$ cat config.mk
export PLATFORM = sky130hd
export DESIGN_NAME = moesi_line_ctrl
export DESIGN_NICKNAME = d
export VERILOG_FILES = /design/src/rtl/moesi_pkg.sv /design/src/rtl/moesi_req_decode.sv /design/src/rtl/moesi_snoop_unit.sv /design/src/rtl/moesi_line_ctrl.sv
export SDC_FILE = /design/constraint.sdc
export NUM_CORES = 1
export LEC_CHECK = 0
export BUFFER_PORTS_ARGS = -buffer_cell sky130_fd_sc_hd__buf_2
export CAP_MARGIN = 40
export CELL_PAD_IN_SITES_DETAIL_PLACEMENT = 0
export CELL_PAD_IN_SITES_GLOBAL_PLACEMENT = 1
export CORE_MARGIN = 2
export CORE_UTILIZATION = 45
export DETAILED_ROUTE_END_ITERATION = 10
export GPL_TIMING_DRIVEN = 0
export PLACE_DENSITY_LB_ADDON = 0.1
export SYNTH_ARGS = -nofsm -noshare
export SYNTH_HDL_FRONTEND = slang
export SYNTH_HIERARCHICAL = 1
export SYNTH_SLANG_ARGS = --single-unit
$ cat constraint.sdc
create_clock -name clk -period 9.9 [get_ports clk]
set_input_delay 0.99 -clock clk [delete_from_list [all_inputs] [get_ports clk]]
set_output_delay 0.99 -clock clk [all_outputs]
set_load 0.02 [all_outputs]
$ cat src/rtl/moesi_pkg.sv
// Shared types for the coherence controller.
// Assumes: line states fit in 3 bits; bus and snoop commands share one encoding.
package moesi_pkg;
    typedef enum logic [2:0] {
        LN_I = 3'd0,
        LN_S = 3'd1,
        LN_E = 3'd2,
        LN_O = 3'd3,
        LN_M = 3'd4
    } line_st_e;

    localparam logic [2:0] CMD_NONE = 3'd0;
    localparam logic [2:0] CMD_RD   = 3'd1;
    localparam logic [2:0] CMD_RDX  = 3'd2;
    localparam logic [2:0] CMD_INV  = 3'd3;
    localparam logic [2:0] CMD_WB   = 3'd4;
endpackage

$ cat src/rtl/moesi_req_decode.sv
// Decides which bus transaction, if any, a local access needs right now.
// Assumes: called every cycle with the current line state, so a snoop that
// changes the line is picked up on the next evaluation.
module moesi_req_decode
    import moesi_pkg::*;
(
    input  logic     req_we,
    input  logic     line_hit,
    input  line_st_e line_st,
    output logic     need_bus,
    output logic [2:0] cmd
);
    // Select the next transaction from hit, direction and line state.
    always_comb begin
        cmd = CMD_NONE;
        if (line_hit) begin
            if (req_we && (line_st == LN_S || line_st == LN_O))
                cmd = CMD_INV;
        end else if (line_st == LN_M || line_st == LN_O) begin
            cmd = CMD_WB;
        end else begin
            cmd = req_we ? CMD_RDX : CMD_RD;
        end
        need_bus = (cmd != CMD_NONE);
    end
endmodule

$ cat src/rtl/moesi_snoop_unit.sv
// Reaction of one line to a snooped transaction from another cache.
// Assumes: commands other than read, read-exclusive and invalidate are ignored.
module moesi_snoop_unit
    import moesi_pkg::*;
(
    input  logic       snp_valid,
    input  logic [2:0] snp_cmd,
    input  logic       tag_match,
    input  line_st_e   line_st,
    output logic       act,
    output logic       hit,
    output logic       supply,
    output line_st_e   nxt_st
);
    // Compute response and successor state for the addressed line.
    always_comb begin
        act    = snp_valid && (snp_cmd == CMD_RD || snp_cmd == CMD_RDX || snp_cmd == CMD_INV);
        hit    = act && tag_match && (line_st != LN_I);
        supply = hit && (line_st == LN_M || line_st == LN_O);
        nxt_st = line_st;
        if (snp_cmd == CMD_RD) begin
            if (line_st == LN_M) nxt_st = LN_O;
            else if (line_st == LN_E) nxt_st = LN_S;
        end else begin
            nxt_st = LN_I;
        end
    end
endmodule

$ cat src/rtl/moesi_line_ctrl.sv
// Coherence controller for a direct-mapped private cache on a snooping bus.
// Holds tag, state and one word per line; serves one local access at a time
// and answers snoops combinationally in the same cycle.
// Assumes: the arbiter never presents a snoop while granting this cache,
// and the grant makes the requested transaction take effect in that cycle.
module moesi_line_ctrl
    import moesi_pkg::*;
#(
    parameter int ADDR_W = 8,
    parameter int DATA_W = 16,
    parameter int LINES  = 8
) (
    input  logic              clk,
    input  logic              rst_n,
    input  logic              cpu_req,
    input  logic              cpu_we,
    input  logic [ADDR_W-1:0] cpu_addr,
    input  logic [DATA_W-1:0] cpu_wdata,
    output logic              cpu_done,
    output logic [DATA_W-1:0] cpu_rdata,
    output logic              bus_req,
    output logic [2:0]        bus_cmd,
    output logic [ADDR_W-1:0] bus_addr,
    output logic [DATA_W-1:0] bus_wdata,
    input  logic              bus_gnt,
    input  logic              bus_shared_in,
    input  logic [DATA_W-1:0] bus_fill_data,
    input  logic              snp_valid,
    input  logic [2:0]        snp_cmd,
    input  logic [ADDR_W-1:0] snp_addr,
    output logic              snp_hit,
    output logic              snp_supply,
    output logic [DATA_W-1:0] snp_data
);
    localparam int IDX_W = $clog2(LINES);
    localparam int TAG_W = ADDR_W - IDX_W;

    line_st_e          st_q  [LINES];
    logic [TAG_W-1:0]  tag_q [LINES];
    logic [DATA_W-1:0] dat_q [LINES];

    logic              look_q, r_we, done_q;
    logic [ADDR_W-1:0] r_addr;
    logic [DATA_W-1:0] r_wdata, rdata_q, res_word;

    logic [IDX_W-1:0]  ridx, sidx;
    logic [TAG_W-1:0]  rtag, stag;
    logic              rhit, need_bus, fire, conflict, loc_ok, complete;
    logic [2:0]        dcmd;
    logic              s_act, s_hit, s_sup;
    line_st_e          s_nxt;

    assign ridx = r_addr[IDX_W-1:0];
    assign rtag = r_addr[ADDR_W-1:IDX_W];
    assign sidx = snp_addr[IDX_W-1:0];
    assign stag = snp_addr[ADDR_W-1:IDX_W];
    assign rhit = (st_q[ridx] != LN_I) && (tag_q[ridx] == rtag);

    moesi_req_decode u_dec (
        .req_we   (r_we),
        .line_hit (rhit),
        .line_st  (st_q[ridx]),
        .need_bus (need_bus),
        .cmd      (dcmd)
    );

    moesi_snoop_unit u_snp (
        .snp_valid (snp_valid),
        .snp_cmd   (snp_cmd),
        .tag_match (tag_q[sidx] == stag),
        .line_st   (st_q[sidx]),
        .act       (s_act),
        .hit       (s_hit),
        .supply    (s_sup),
        .nxt_st    (s_nxt)
    );

    // Drive the bus and snoop-response ports and the completion condition.
    always_comb begin
        bus_req    = look_q && need_bus;
        bus_cmd    = bus_req ? dcmd : CMD_NONE;
        bus_addr   = (dcmd == CMD_WB) ? {tag_q[ridx], ridx} : r_addr;
        bus_wdata  = (bus_req && dcmd == CMD_WB) ? dat_q[ridx] : '0;
        fire       = bus_req && bus_gnt;
        conflict   = s_act && (sidx == ridx);
        loc_ok     = look_q && !need_bus && !conflict;
        complete   = loc_ok || (fire && dcmd != CMD_WB);
        snp_hit    = s_hit;
        snp_supply = s_sup;
        snp_data   = s_sup ? dat_q[sidx] : '0;
        res_word   = r_we ? r_wdata : (fire ? bus_fill_data : dat_q[ridx]);
    end

    // Accept one local access, hold it until it completes.
    always_ff @(posedge clk) begin
        if (!rst_n) begin
            look_q  <= 1'b0;
            r_we    <= 1'b0;
            r_addr  <= '0;
            r_wdata <= '0;
        end else if (!look_q && cpu_req) begin
            look_q  <= 1'b1;
            r_we    <= cpu_we;
            r_addr  <= cpu_addr;
            r_wdata <= cpu_wdata;
        end else if (complete) begin
            look_q  <= 1'b0;
        end
    end

    // Register the completion pulse and the resulting word.
    always_ff @(posedge clk) begin
        if (!rst_n) begin
            done_q  <= 1'b0;
            rdata_q <= '0;
        end else begin
            done_q  <= complete;
            if (complete) rdata_q <= res_word;
        end
    end

    assign cpu_done  = done_q;
    assign cpu_rdata = rdata_q;

    // Update line tag, state and word from snoops first, then local actions.
    always_ff @(posedge clk) begin
        if (!rst_n) begin
            for (int i = 0; i < LINES; i++) begin
                st_q[i]  <= LN_I;
                tag_q[i] <= '0;
                dat_q[i] <= '0;
            end
        end else begin
            if (s_hit) st_q[sidx] <= s_nxt;
            if (loc_ok && r_we) begin
                st_q[ridx]  <= LN_M;
                dat_q[ridx] <= r_wdata;
            end
            if (fire) begin
                case (dcmd)
                    CMD_INV: begin
                        st_q[ridx]  <= LN_M;
                        dat_q[ridx] <= r_wdata;
                    end
                    CMD_WB:  st_q[ridx] <= LN_I;
                    CMD_RD: begin
                        st_q[ridx]  <= bus_shared_in ? LN_S : LN_E;
                        tag_q[ridx] <= rtag;
                        dat_q[ridx] <= bus_fill_data;
                    end
                    CMD_RDX: begin
                        st_q[ridx]  <= LN_M;
                        tag_q[ridx] <= rtag;
                        dat_q[ridx] <= r_wdata;
                    end
                    default: ;
                endcase
            end
        end
    end

    // after a write-back the request stays up for the refill
    wb_then_fill_chk: assert property (@(posedge clk) disable iff (!rst_n)
        (fire && bus_cmd == CMD_WB) |=> (bus_req && (bus_cmd == CMD_RD || bus_cmd == CMD_RDX)));


    done_pulse_chk: assert property (@(posedge clk) disable iff (!rst_n)
        cpu_done |=> !cpu_done);


    write_leaves_m_chk: assert property (@(posedge clk) disable iff (!rst_n)
        (cpu_done && r_we) |-> (st_q[ridx] == LN_M));


    snoop_kill_chk: assert property (@(posedge clk) disable iff (!rst_n)
        (snp_hit && snp_cmd != CMD_RD) |=> (st_q[$past(sidx)] == LN_I));


    m_to_owned_chk: assert property (@(posedge clk) disable iff (!rst_n)
        (snp_hit && snp_cmd == CMD_RD && snp_supply) |=> (st_q[$past(sidx)] == LN_O));

    // snoops and own grants never share a cycle
    snoop_vs_grant_chk: assert property (@(posedge clk) disable iff (!rst_n)
        !(snp_valid && bus_gnt));
endmodule

==> impl_metrics.py <==
metrics = {
    "sta": {
        "maxSlewViolCount": 0,
        "tightest_slew_ns": 0.8898,
        "rsz0062_at_grt": "no",
        "final-setup-viol-count": 0,
        "timing.final.crit_share_pct": 66.73,
        "hold_viol": 0,
        "hold-worst-slack_ns": 0.4778,
        "maxSlewHeadroom_pct": 40.68,
        "tns_ns": 0,
        "fin_crit_ns": 6.607,
        "skew_ns": 0.01350,
        "fmax_ghz": 0.1514,
    },
    "yosys": {
        "synthArstFlopShare_pct": 0,
        "ys_ff_latch": 238,
        "synth_common_cells": "edfxtp_1, nor2_1, nand2_1",
        "yosysSeqAreaShare_pct": 51.05,
        "yosys_warnings": 6,
        "synth-edff-count": 192,
        "avgSynthCellArea_um2": 11.94,
        "synth_ff_type": "edfxtp_1",
        "synth_cell_types": 56,
        "syn-num-nets": 1155,
        "synth_area_mm2": 0.01310,
        "synth_area_leader_cell": "edfxtp_1",
        "yosys-top-cells-area": "edfxtp_1, mux4_2, dfxtp_1",
        "netlist.area_leader.share_pct": 44.02,
        "yosysMostFrequentCell": "edfxtp_1",
        "syn_inst": 1097,
    },
    "finish": {
        "nets": 1318,
        "layout-drive-gt1-share_pct": 25.31,
        "area_growth_pct": 15.65,
        "fin_area_mm2": 0.01515,
        "diodes": 0,
    },
    "die": {
        "dieArea_mm2": 0.03049,
        "ios": 121,
        "initial_core_util_pct": 45.64,
        "die_height_um": 174.6,
        "core_area_mm2": 0.02870,
        "die_width_um": 174.6,
        "core.rowCount": 62,
    },
    "clock_network": {
        "clkLatencyLatePin_ns": 0.54,
        "numCtsBuffers": 26,
        "ctsRootBufferMaster": "clkbuf_16",
        "htreeDepth": 1,
        "ctsResizeCount": 0,
        "clock_path_buffers": 3,
        "cts_tree": "yes",
        "cts_setup_buffers": 0,
        "clock_sinks": 238,
        "cts_hold_buf": 0,
        "cts.clk_slew.worst_paths_ns": 0.06,
    },
    "power_and_ir_drop": {
        "p_per_area_mw_per_mm2": 162.1,
        "worst_ir_drop_vdd_mv": 0.09408,
        "power.leakage_uw": 0.005788,
        "power_uw": 2456,
    },
    "worst_setup_path": {
        "critPathCaptureType": "primary output",
        "critPathArrivalTime_ns": 5.62,
        "crit_top_cell": "buf_2",
        "cp.required_ns": 8.91,
        "cp_slowest_cell": "nor3b_1",
        "critPathLaunchType": "register",
        "worstPathMaxFanout": 10,
        "slowest_delay_ns": 0.52,
        "path_class": "register to primary output",
        "cp_cell_sequence": "buf_2, buf_2, buf_2, mux4_1, mux2i_1, xnor2_1, nor3_2, clkbuf_1, xor2_1, a21oi_1, o21a_1, nor3b_1, nand2_1, clkbuf_1, nor3_1, buf_2",
    },
    "route": {
        "drtAntennaViolNets": 0,
        "wl_met3_mm": 3.361,
        "top_layer_used": "met4",
        "drtIter0Drc": 1089,
        "vias_per_cell": 5.801,
        "wl_met1_mm": 18.89,
        "route.met2.wl_mm": 17.07,
        "drt-pass1-iter-count": 5,
        "wl_per_cell_um": 23.89,
        "via_count": 9653,
        "drc": 0,
        "wirelength_mm": 39.76,
    },
    "run_status": {
        "outcome": "complete, no violations",
    },
    "global_route": {
        "overflow": 0,
        "grt_use_total_pct": 26.05,
        "grt_pass1_vias": 9313,
        "antenna_found_initial": 1,
        "grt_first_pass_wirelength_mm": 58.71,
        "grt_max_degree": 17,
    },
    "place": {
        "gp_congestion": 0.8314,
        "dpl_cell_area_mm2": 0.01432,
        "port_buffers": 118,
        "place_hpwl_mm": 29.38,
    },
    "min_path": {
        "hold_path.class": "register to register",
    },
    "run": {
        "drv_cap": 0,
    },
}
[final cells by class]
cell class	count	area (um^2)
clock buffers	45	794.5
clock inverters	3	26.28
plain buffers	93	430.4
multi-input cells	763	5976
well taps	384	480.5
flip-flops and latches	238	6686
repair buffers	135	743.2
fillers	2604	13550
inverters	3	11.26
[logic make-up (layout without fill, tap and decap cells)]
family / Yosys count / count (layout) / share of synthesized area (%)
buf+inv: 96 / 279 / 3.372
simple gates: 423 / 423 / 14.92
mux: 193 / 193 / 21.89
compound gates: 131 / 131 / 7.699
xor+xnor: 16 / 16 / 1.070
flops: 238 / 238 / 51.05
[registers in the layout (all words and copies together), names as in the netlist, named ones only]
signal	flops
r_we	1
r_addr	8
st_q	24
cpu_done	1
cpu_rdata	16
look_q	1
r_wdata	16
tag_q	40
dat_q	128
[power breakdown]
part | switching [uW] | internal [uW] | leakage [uW]
combinational | 226 | 145 | 0.00302
sequential | 24.7 | 1120 | 0.00236
clock | 397 | 543 | 0.000403
total | 647 | 1810 | 0.00579
[path summary, 6_finish.rpt]
| kind | start | endpoint | slack, ns | cells past startpoint |
|---|---|---|---|---|
| hold reg to reg | cpu_rdata[9] | cpu_rdata[9] | 0.48 | 1 |
| setup / recovery | register | bus_wdata[14] | 3.29 | 16 |
| hold / removal | cpu_rdata[9] | cpu_rdata[9] | 0.48 | 1 |
| setup reg to reg | register | dat_q[1][2] | 3.67 | 16 |
[per-layer routing]
layer | up-vias | GRT usage, %
met5 | - | 0
met4 | 0 | 4.201
met3 | 36 | 3.916
met2 | 413 | 38.56
met1 | 4789 | 41.23
li1 | 4415 | -
[placed cells by master, fill, tap and decap left out, drive strengths merged, types with 5 or more instances in the layout]
master,count
and3,45
a22o,32
mux2,38
a21oi,7
o31ai,16
edfxtp,192
a21boi,26
nand2b,5
buf,170
clkbuf,102
xnor2,11
o22ai,17
nand3b,10
mux2i,91
nor3b,5
nand2,132
or3b,5
a32o,8
nor2,166
nor2b,18
dfxtp,46
nor3,23
mux4,64
o21a,19
xor2,5
[worst max-delay path, delay by kind of cell, from the launching register on]
family | cells | cell delay (ns)
xor+xnor | 2 | 0.32
buf+inv | 6 | 1.89
compound gates | 2 | 0.24
mux | 2 | 0.79
flops | 1 | 0.31
simple gates | 4 | 1.53
[through the flow]
step	utilization (%)	instances	setup slack, ns
final	52.78	1664	3.293
after floorplan	-	1097	4.580
after CTS	52.75	1663	3.295
after detailed placement	49.89	1615	3.731
after global routing	52.78	1664	2.867
after global placement	49.37	1599	3.467
No activity file was read; power rests on OpenSTA's default activity.
